**src/rtl/spad_pkg.sv**
```systemverilog
package spad_pkg;
  typedef enum logic [2:0] {
    ST_IDLE, ST_CMD, ST_ADR0, ST_ADR1, ST_WDAT, ST_WCRC, ST_RD
  } spad_st_e;

  localparam logic [7:0]  OP_WRITE  = 8'h0F;
  localparam logic [7:0]  OP_READ   = 8'hAA;
  localparam logic [15:0] CRC_POLY  = 16'hA001;  // reflected x^16+x^15+x^2+1

  // One byte through the reflected CRC16, least significant bit first.
  function automatic logic [15:0] crc16_step(input logic [15:0] c, input logic [7:0] d);
    logic [15:0] r;
    r = c;
    for (int i = 0; i < 8; i++) begin
      if (r[0] ^ d[i]) r = (r >> 1) ^ CRC_POLY;
      else             r = r >> 1;
    end
    return r;
  endfunction
endpackage

```
**src/rtl/spad_store.sv**
```systemverilog
module spad_store #(
  parameter int NBYTES = 8,
  localparam int IDXW = $clog2(NBYTES)
) (
  input  logic            clk,
  input  logic            rst_n,
  input  logic            wr_en,
  input  logic [IDXW-1:0] wr_idx,
  input  logic [7:0]      wr_data,
  input  logic [IDXW-1:0] rd_idx,
  output logic [7:0]      rd_data
);
  logic [7:0] cells [NBYTES];

  for (genvar g = 0; g < NBYTES; g++) begin : g_cell
    always_ff @(posedge clk or negedge rst_n) begin
      if (!rst_n)                                  cells[g] <= 8'h00;
      else if (wr_en && wr_idx == IDXW'(g))        cells[g] <= wr_data;
    end
  end

  assign rd_data = cells[rd_idx];
endmodule

```
**src/rtl/spad_status.sv**
```systemverilog
module spad_status (
  input  logic       clk,
  input  logic       rst_n,
  input  logic       wr_start,
  input  logic       wr_done,
  input  logic       wr_abort,
  input  logic       wr_busy,
  input  logic       copy_done,
  output logic       pf,
  output logic       aa,
  output logic [7:0] status
);
  logic copy_ok;
  assign copy_ok = copy_done && !pf && !wr_busy;

  always_ff @(posedge clk or negedge rst_n) begin
    if (!rst_n) begin
      pf <= 1'b1;
      aa <= 1'b0;
    end else begin
      if (wr_abort)     pf <= 1'b1;
      else if (wr_done) pf <= 1'b0;
      if (wr_start)     aa <= 1'b0;
      else if (copy_ok) aa <= 1'b1;
    end
  end

  assign status = {aa, 1'b1, pf, 5'b11111};

  p_abort_sets_pf_r8: assert property (@(posedge clk) disable iff (!rst_n)
    wr_abort |=> pf);
  p_done_clears_pf_r4: assert property (@(posedge clk) disable iff (!rst_n)
    wr_done && !wr_abort |=> !pf);
  p_start_clears_aa_r11: assert property (@(posedge clk) disable iff (!rst_n)
    wr_start |=> !aa);
  p_pf_excludes_aa_r9: assert property (@(posedge clk) disable iff (!rst_n)
    pf |-> !aa);
  p_copy_sets_aa_r9: assert property (@(posedge clk) disable iff (!rst_n)
    copy_done && !pf && !wr_busy && !wr_start |=> aa);
endmodule

```
**src/rtl/spad_ctrl.sv**
```systemverilog
module spad_ctrl
  import spad_pkg::*;
#(
  parameter int NBYTES = 8,
  parameter int ALIGN  = 3,
  localparam int IDXW = $clog2(NBYTES),
  localparam int CNTW = $clog2(NBYTES + 5)
) (
  input  logic       clk,
  input  logic       rst_n,
  input  logic       txn_rst,
  input  logic       rx_valid,
  input  logic [7:0] rx_byte,
  input  logic [3:0] rx_bits,
  input  logic       copy_done,
  input  logic       tx_pop,
  output logic       tx_valid,
  output logic [7:0] tx_byte,
  output logic [7:0] addr_lo,
  output logic [7:0] addr_hi,
  output logic [7:0] status
);
  localparam logic [7:0] ALIGN_MASK = ~8'((1 << ALIGN) - 1);
  localparam logic [CNTW-1:0] LAST_DAT = CNTW'(NBYTES - 1);
  localparam logic [CNTW-1:0] RD_CRC0  = CNTW'(NBYTES + 3);
  localparam logic [CNTW-1:0] RD_CRC1  = CNTW'(NBYTES + 4);

  spad_st_e        st;
  logic [CNTW-1:0] idx;
  logic [15:0]     crc;
  logic            pf, aa;
  logic [7:0]      rd_data;
  logic [CNTW-1:0] rd_off;

  // Named events used by the flag logic and by the assertions.
  logic rx_take, rx_full, rx_short, in_wr, tx_take;
  logic evt_wr_start, evt_data, evt_wr_done, evt_abort, evt_bad_cmd;

  assign rx_take      = rx_valid && !txn_rst;
  assign rx_full      = rx_take && rx_bits == 4'd8;
  assign rx_short     = rx_take && rx_bits != 4'd8;
  assign in_wr        = st == ST_ADR0 || st == ST_ADR1 || st == ST_WDAT;
  assign tx_take      = tx_valid && tx_pop && !txn_rst;
  assign evt_wr_start = st == ST_CMD && rx_full && rx_byte == OP_WRITE;
  assign evt_bad_cmd  = st == ST_CMD && rx_take && !(rx_full && (rx_byte == OP_WRITE || rx_byte == OP_READ));
  assign evt_data     = st == ST_WDAT && rx_full;
  assign evt_wr_done  = evt_data && idx == LAST_DAT;
  assign evt_abort    = in_wr && (txn_rst || rx_short);

  always_ff @(posedge clk or negedge rst_n) begin
    if (!rst_n) begin
      st      <= ST_IDLE;
      idx     <= '0;
      crc     <= '0;
      addr_lo <= '0;
      addr_hi <= '0;
    end else if (txn_rst) begin
      st  <= ST_CMD;
      idx <= '0;
      crc <= '0;
    end else begin
      unique case (st)
        ST_CMD: if (rx_valid) begin
          if (rx_full && rx_byte == OP_WRITE) begin
            st  <= ST_ADR0;
            crc <= crc16_step(crc, rx_byte);
          end else if (rx_full && rx_byte == OP_READ) begin
            st  <= ST_RD;
            idx <= '0;
            crc <= crc16_step(crc, rx_byte);
          end else st <= ST_IDLE;
        end
        ST_ADR0: if (rx_full) begin
          addr_lo <= rx_byte & ALIGN_MASK;
          crc     <= crc16_step(crc, rx_byte);
          st      <= ST_ADR1;
        end else if (rx_short) st <= ST_IDLE;
        ST_ADR1: if (rx_full) begin
          addr_hi <= rx_byte;
          crc     <= crc16_step(crc, rx_byte);
          idx     <= '0;
          st      <= ST_WDAT;
        end else if (rx_short) st <= ST_IDLE;
        ST_WDAT: if (rx_full) begin
          crc <= crc16_step(crc, rx_byte);
          if (idx == LAST_DAT) begin
            idx <= '0;
            st  <= ST_WCRC;
          end else idx <= idx + 1'b1;
        end else if (rx_short) st <= ST_IDLE;
        ST_WCRC: if (tx_take) begin
          if (idx != '0) st <= ST_IDLE;
          else           idx <= CNTW'(1);
        end
        ST_RD: if (tx_take) begin
          if (idx < RD_CRC0) crc <= crc16_step(crc, tx_byte);
          if (idx == RD_CRC1) st <= ST_IDLE;
          else                idx <= idx + 1'b1;
        end
        default: ;
      endcase
    end
  end

  assign rd_off = idx - CNTW'(3);

  always_comb begin
    tx_valid = st == ST_WCRC || st == ST_RD;
    tx_byte  = 8'h00;
    if (st == ST_WCRC) tx_byte = (idx == '0) ? ~crc[7:0] : ~crc[15:8];
    else if (st == ST_RD) begin
      if      (idx == CNTW'(0)) tx_byte = addr_lo;
      else if (idx == CNTW'(1)) tx_byte = addr_hi;
      else if (idx == CNTW'(2)) tx_byte = status;
      else if (idx < RD_CRC0)   tx_byte = rd_data;
      else if (idx == RD_CRC0)  tx_byte = ~crc[7:0];
      else                      tx_byte = ~crc[15:8];
    end
  end

  spad_store #(.NBYTES(NBYTES)) u_store (
    .clk(clk), .rst_n(rst_n),
    .wr_en(evt_data), .wr_idx(idx[IDXW-1:0]), .wr_data(rx_byte),
    .rd_idx(rd_off[IDXW-1:0]), .rd_data(rd_data)
  );

  spad_status u_status (
    .clk(clk), .rst_n(rst_n),
    .wr_start(evt_wr_start), .wr_done(evt_wr_done), .wr_abort(evt_abort),
    .wr_busy(in_wr), .copy_done(copy_done),
    .pf(pf), .aa(aa), .status(status)
  );

  p_addr_aligned_r2: assert property (@(posedge clk) disable iff (!rst_n)
    st == ST_ADR0 && rx_full |=> addr_lo[ALIGN-1:0] == '0);
  p_crc_offered_r5: assert property (@(posedge clk) disable iff (!rst_n)
    evt_wr_done |=> tx_valid);
  p_bad_cmd_silent_r10: assert property (@(posedge clk) disable iff (!rst_n)
    evt_bad_cmd |=> !tx_valid && $stable(addr_lo) && $stable(addr_hi));
  p_short_ends_write_r7: assert property (@(posedge clk) disable iff (!rst_n)
    in_wr && rx_short |=> !tx_valid && pf);
endmodule

```
**config.mk**
```make
export PLATFORM = sky130hd
export DESIGN_NAME = spad_ctrl
export DESIGN_NICKNAME = d
export VERILOG_FILES = /design/src/rtl/spad_pkg.sv /design/src/rtl/spad_store.sv /design/src/rtl/spad_status.sv /design/src/rtl/spad_ctrl.sv
export SDC_FILE = /design/constraint.sdc
export NUM_CORES = 1
export LEC_CHECK = 0
export ABC_CLOCK_PERIOD_IN_PS = 4400
export CAP_MARGIN = 5
export CELL_PAD_IN_SITES_DETAIL_PLACEMENT = 0
export CELL_PAD_IN_SITES_GLOBAL_PLACEMENT = 1
export CORE_MARGIN = 2
export CORE_UTILIZATION = 42
export DETAILED_ROUTE_END_ITERATION = 10
export PLACE_DENSITY = 0.81
export SLEW_MARGIN = 15
export SYNTH_ARGS = -nofsm -noshare
export SYNTH_HDL_FRONTEND = slang
export SYNTH_HIERARCHICAL = 1
export SYNTH_SLANG_ARGS = --single-unit
```
**constraint.sdc**
```tcl
create_clock -name clk -period 4.4 [get_ports clk]
set_clock_uncertainty 0.15 [all_clocks]
set_input_delay 0.88 -clock clk [delete_from_list [all_inputs] [get_ports clk]]
set_output_delay 0.88 -clock clk [all_outputs]
set_load 0.05 [all_outputs]
```
[Word level (Yosys, flattened, before mapping)]
Index checks and enable logic that the tools add are counted.
W data, S select, Z words.
Cells by class
  equal/unequal tests: 37
  $add $sub $neg: 2
  reductions and logical operators: 42
  magnitude comparators: 2
  multiplexer cells: 247
  bitwise gates (word level): 91
Operators by type and width (count)
  $mux W16: 205
  $not A2 Y3: 43
  $mux W8: 10
  $pmux W16 S5: 1
  $mux W4: 11
  $xor A1 B1 Y1: 44
  $mux W3: 13
  $ne A3 B3 Y1 const B: 12
  $bmux W8 S3: 1
  $logic_and A1 B1 Y1: 22
  $eq A3 B3 Y1 const B: 7
  $pmux W4 S5: 1
  $pmux W3 S6: 1
  $not A8 Y8: 2
  $eq A3 B2 Y1 const B: 4
  $eq A4 B4 Y1 const B: 3
  $reduce_bool A6 Y1: 2
  $reduce_and A10 Y1: 1
  $eq A8 B4 Y1 const B: 1
  $eq A8 B8 Y1 const B: 1
  $reduce_and A8 Y1: 1
  $reduce_and A7 Y1: 1
  $reduce_bool A7 Y1: 1
  $eq A3 B1 Y1 const B: 2
  21 further kinds: 31
Word-level totals
  output and inout port bits: 33
  input port bits: 18
  flip-flop bits (word level): 102
  word-level logic and storage cells: 436

[Longest topological paths before layout]
Gate-level depths: netlist (run 1).
  depth after elaboration: 59
  depth in mapped cells: 18
  depth with buffers taken out: 14

[Modules after synthesis]
Netlist (run 1), hierarchy kept.
Modules (own cells, without submodules)
  spad_ctrl: area each 3495.9 um2, sequential area each 900.9 um2, instances 1, cells an instance 455
  spad_store: area each 2992.9 um2, sequential area each 1601.5 um2, instances 1, cells an instance 172
  spad_status: area each 143.9 um2, sequential area each 51.3 um2, instances 1, cells an instance 16

[Least setup slack after synthesis (run 1)]
OpenSTA, ideal clock, no wires.
  path kind: register to register
  start: register idx[2]
  end: register crc[15]
  data required time: 4.186 ns
  period minus slack after synthesis: 4.690 ns
  arrival time: 4.476 ns
  library setup time: 0.064 ns
  path buffers: 5
  cell stages (with the launch flop): 19
  slack: -0.290 ns
  cell sequence: dfrtp_1 -> buf_2 -> buf_1 -> buf_2 -> xnor2_1 -> clkbuf_1 -> buf_2 -> mux4_1 -> mux2_2 -> nor2b_1 -> o311ai_1 -> o21ai_1 -> a2111oi_0 -> a211o_1 -> xnor2_1 -> xnor3_1 -> xor2_1 -> a2111oi_2 -> a21o_1
On the way
  elaborated cells between the ends (all ways): 68
  classes of those cells: add/sub (1); order compare (1); eq/ne (4); mux (51); bitwise (9); reduce/logical (2)
RTL lines
  start, declared: RTL line spad_ctrl.sv:29  | logic [CNTW-1:0] idx;
  start signal, assigned: RTL line spad_ctrl.sv:89  | end else idx <= idx + 1'b1;
  start signal, assigned: RTL line spad_ctrl.sv:98  | else idx <= idx + 1'b1;
  $sub A3 B2 Y3: RTL line spad_ctrl.sv:105  | assign rd_off = idx - CNTW'(3);
  net rd_off[2]: RTL line spad_ctrl.sv:33  | logic [CNTW-1:0] rd_off;
  $not A3 Y4 (implied by the code): RTL line spad_store.sv:22  | assign rd_data = cells[rd_idx];
  $bmux W8 S3: RTL line spad_store.sv:22
  $mux W8 (implied by the code) (2 in series): RTL line spad_store.sv:22
  net rd_data[4]: RTL line spad_ctrl.sv:32  | logic [7:0] rd_data;
  $mux W8: RTL line spad_ctrl.sv:115  | else if (idx < RD_CRC0) tx_byte = rd_data;
  $mux W8: RTL line spad_ctrl.sv:114  | else if (idx == CNTW'(2)) tx_byte = status;
  [... 20 more ...]
  $mux W16: RTL line spad_ctrl.sv:62  | unique case (st)
  $mux W16: RTL line spad_ctrl.sv:57  | end else if (txn_rst) begin
  $xor A1 B1 Y1: RTL line spad_pkg.sv:15  | if (r[0] ^ d[i]) r = (r >> 1) ^ CRC_POLY;
  $mux W16: RTL line spad_pkg.sv:15
  $mux W16: RTL line spad_ctrl.sv:96  | if (idx < RD_CRC0) crc <= crc16_step(crc, tx_byte);
  $mux W16: RTL line spad_ctrl.sv:95  | ST_RD: if (tx_take) begin
  $pmux W16 S5: RTL line spad_ctrl.sv:62
  $mux W16: RTL line spad_ctrl.sv:57
  end signal, assigned: RTL line spad_ctrl.sv:66  | crc <= crc16_step(crc, rx_byte);
  end signal, assigned: RTL line spad_ctrl.sv:70  | crc <= crc16_step(crc, rx_byte);
  end signal, assigned: RTL line spad_ctrl.sv:96
  end, declared: RTL line spad_ctrl.sv:30  | logic [15:0] crc;
The timed path passes the listed nets, and every way through them passes these cells. The select of a mux whose other input is x is not followed.
A chain may end at the register's enable or synchronous reset.

[Worst setup path in the final report (run 1)]
  start: register idx[0]
  end: output port tx_byte[7]
On the way
  word-level cells in the longest chain between the ends: 11
  elaborated cells between the ends (all ways): 18
  classes of those cells: add/sub (1); order compare (1); eq/ne (3); mux (11); bitwise (1); reduce/logical (1)
RTL lines
  $sub A3 B2 Y3: RTL line spad_ctrl.sv:105
  net rd_off[2]: RTL line spad_ctrl.sv:33
  $not A3 Y4 (implied by the code): RTL line spad_store.sv:22
  $bmux W8 S3: RTL line spad_store.sv:22
  $mux W8 (implied by the code) (2 in series): RTL line spad_store.sv:22
  net rd_data[7]: RTL line spad_ctrl.sv:32
  $mux W8: RTL line spad_ctrl.sv:115
  $mux W8: RTL line spad_ctrl.sv:114
  $mux W8: RTL line spad_ctrl.sv:113  | else if (idx == CNTW'(1)) tx_byte = addr_hi;
  $mux W8: RTL line spad_ctrl.sv:112  | if (idx == CNTW'(0)) tx_byte = addr_lo;
  $mux W8: RTL line spad_ctrl.sv:111  | else if (st == ST_RD) begin
  $mux W8: RTL line spad_ctrl.sv:110  | if (st == ST_WCRC) tx_byte = (idx == '0) ? ~crc[7:0] : ~crc[15:8];
  end, declared: RTL line spad_ctrl.sv:18  | output logic [7:0] tx_byte,
The timed path passes the listed nets, and every way through them passes these cells. The select of a mux whose other input is x is not followed.

==> flow_metrics.py, run 1 <==
metrics = {
    "placed_design": {
        "gp_congestion": 0.865,
        "placed_area_mm2": 0.00727,
        "placedCellCount": 876,
        "numPortBuffers": 41,
        "hpwl_um": 12800,
    },
    "synth": {
        "synth-edff-count": 0,
        "yosys.area.top_type": "dfrtp_1",
        "ys_ff_latch": 102,
        "synth_ff_type": "dfrtp_1",
        "ys_warn_count": 6,
        "ys_types": 74,
        "yosys-top-cells-area": "dfrtp_1 38%, mux2_2 14%, mux4_1 5.9%",
        "synth.top_cell.area_share_pct": 38.1,
        "async_flop_share_pct": 100,
        "synth-seq-area-share_pct": 38.5,
        "syn-cell-area_mm2": 0.00663,
        "synth.avg_cell_area_um2": 10.3,
        "syn_inst": 643,
    },
    "floorplan": {
        "core_area_mm2": 0.0153,
        "initial_core_util_pct": 43.3,
        "rows": 45,
        "die_w_um": 130,
        "die_area_mm2": 0.0168,
        "die_y_um": 130,
        "ios": 51,
    },
    "routing": {
        "wire_per_inst_um": 19.9,
        "drtPass1Iterations": 5,
        "postRouteAntennaNets": 0,
        "vias_per_cell": 5.81,
        "drt_iter0_drc": 549,
        "vias": 5209,
        "routed_wirelength_um": 17800,
        "drc": 0,
    },
    "global_routing": {
        "grt_overflow_total": 0,
        "grt_max_degree": 84,
        "grt_pass1_vias": 5188,
        "grt_usage_pct": 22.2,
        "antenna_found_initial": 0,
        "grt_pass1_wl_um": 28700,
    },
    "setup_path": {
        "crit_arrival_ns": 3.27,
        "crit_type": "flop to output port",
        "crit_required_ns": 3.37,
        "start_kind": "flop",
        "end_kind": "output port",
        "crit_fanout": 10,
        "reg2regPathDepth": 15,
    },
    "outcome": {
        "outcome": "finished clean",
    },
    "final_layout": {
        "layout_common_cells": "101 x dfrtp_1, 85 x mux2_2, 52 x nand2_1, 44 x nor2_1, 41 x buf_4",
        "final_util_pct": 50.1,
        "diodes": 0,
        "fin_area_mm2": 0.00767,
        "drive_gt1_share_pct": 24.8,
        "nNetsFinal": 702,
        "area_delta_synth_final_pct": 15.6,
        "fin_cells": 896,
        "layout_commonest_cell": "dfrtp_1",
    },
    "job": {
        "cap_violations": 0,
    },
    "clocking": {
        "clockBufferDepth": 2,
        "htree_levels": 3,
        "numCtsBuffers": 9,
        "clockRootBuffer": "clkbuf_16",
        "cts_hold_buf": 0,
        "cts_tree": "built",
        "path_clk_slew_ns": 0.07,
        "clock_latency_ns": 0.36,
        "clock-sinks": 102,
    },
    "sta": {
        "tightest_slew_ns": 0.772,
        "relSlewSlack_pct": 48.5,
        "fmax_mhz": 233,
        "fin_crit_sh_pct": 97.7,
        "slew_violations": 0,
        "layout_min_cycle_time_ns": 4.30,
        "fin_tns_setup_ns": 0,
        "final-setup-viol-count": 0,
        "finalHoldViolCount": 0,
    },
    "power": {
        "combPwrFrac_pct": 23.3,
        "ir_drop_mv": 0.209,
        "powerDensity_mw_per_mm2": 326,
        "seq_power_share_pct": 43.2,
        "internal_power_mw": 1.70,
        "p_sw_mw": 0.797,
        "clkPwrFrac_pct": 33.5,
        "power.leakage_nw": 3.49,
        "p_sw_share_pct": 31.9,
    },
    "worst_hold_path": {
        "hold_depth": 1,
        "min-delay-path-class": "flop to flop",
    },
}
-- area by class of cell --
cell class                      count  area [um2]
Fill cell                        1398        7650
Multi-Input combinational cell    478        3790
Sequential cell                   102        2550
Timing Repair Buffer               78         711
Tap cell                          211         264
Clock buffer                       11         243
Clock inverter                      5        66.3
Inverter                           11        41.3
-- kinds of logic after synthesis --
kind of cell	share of synthesized area, %
AOI/OAI and AO/OA	14.9
xor gates and xnor gates	4.70
adders and majority gates	0.755
buffers and inverters	5.36
DFF	38.5
muxes	21.5
other	0.113
and+or+nand+nor	14.2
-- routing by layer --
| layer | global-route usage [%] | up-vias | wire length, um |
|---|---|---|---|
| met1 | 30.5 | 2597 | 7800 |
| met3 | 4.50 | 29 | 877 |
| met4 | 4.93 | 0 | 277 |
| met5 | 0 | - | 0 |
| li1 | - | 2423 | - |
| met2 | 36.5 | 160 | 8850 |
-- state kept, by name, summed over array words and instances, names as in the netlist --
register / cells
idx: 4
crc: 16
u_status/aa: 1
st: 3
addr_lo: 5
u_status/pf: 1
u_store/cells: 64
addr_hi: 8
-- power groups by stage --
| stage | sequential (mW) | clock, mW | combinational [mW] |
|---|---|---|---|
| floorplan | 1.04 | 0 | 0.451 |
| global placement | 1.09 | 0 | 0.537 |
| detailed placement | 1.09 | 0 | 0.552 |
| CTS | 1.07 | 0.854 | 0.553 |
| global route | 1.09 | 0.898 | 0.640 |
| finish | 1.08 | 0.839 | 0.582 |
-- synth_stat cells (7+ instances only) --
cell / number
dfrtp_1: 101
mux2_2: 85
nand2_1: 52
nor2_1: 44
a21oi_1: 34
o21ai_0: 33
clkbuf_1: 29
xnor2_1: 23
nand3_1: 16
mux4_1: 15
buf_2: 13
nand2b_1: 13
buf_4: 12
inv_1: 11
nor2b_1: 11
xor2_1: 10
o21ai_1: 7
-- per-stage QoR --
step | hold WS (ns) | power, mW | setup WS (ns)
after detailed placement | 0.337 | 1.64 | 0.0634
after floorplan | 0.320 | 1.49 | 0.00552
final | 0.350 | 2.50 | 0.100
after CTS | 0.354 | 2.48 | 0.0308
after global placement | 0.329 | 1.63 | 0.242
after global routing | 0.363 | 2.63 | -0.0820
-- worst max-delay path, stage by stage (launching register included) --
cell       delay, ns
dfrtp_1         0.40
ha_1            0.25
xnor2_2         0.19
buf_6           0.19
buf_4           0.13
mux4_2          0.30
mux2_2          0.32
nor2_1          0.12
a2111oi_0       0.07
o32ai_1         0.35
a21oi_1         0.17
a31o_2          0.28
buf_12          0.15
-- worst paths after layout --
kind,startpoint,endpoint,slack [ns]
max in group asynchronous,rst_n,u_status/pf,2.85
min,u_store/cells[52],u_store/cells[52],0.35
max reg2reg,idx[0],crc[15],0.14
max,idx[0],tx_byte[7],0.10
min in group asynchronous,rst_n,st[2],0.41
min reg2reg,u_store/cells[52],u_store/cells[52],0.35
-- what timing repair did --
| item | 4_1_cts | 5_1_grt |
|---|---|---|
| endpoints found under the hold margin | 0 | 0 |
| setup endpoints to repair | 0 | 3 |
| gates resized for setup | 0 | 7 |
| setup buffers | 0 | 4 |
Note: power is estimated with default switching activity, not from simulation.
==> inputs of run 2 (changes only) <==
--- a/config.mk
+++ b/config.mk
@@ -6,13 +6,14 @@
 export NUM_CORES = 1
 export LEC_CHECK = 0
 export ABC_CLOCK_PERIOD_IN_PS = 4400
-export CAP_MARGIN = 5
+export CAP_MARGIN = 20
 export CELL_PAD_IN_SITES_DETAIL_PLACEMENT = 0
 export CELL_PAD_IN_SITES_GLOBAL_PLACEMENT = 1
 export CORE_MARGIN = 2
 export CORE_UTILIZATION = 42
 export DETAILED_ROUTE_END_ITERATION = 10
 export PLACE_DENSITY = 0.81
+export SKIP_CTS_REPAIR_TIMING = 1
 export SLEW_MARGIN = 15
 export SYNTH_ARGS = -nofsm -noshare
 export SYNTH_HDL_FRONTEND = slang
==> results of run 2 <==
Final layout, timing and power as in run 1 (identical DEF).
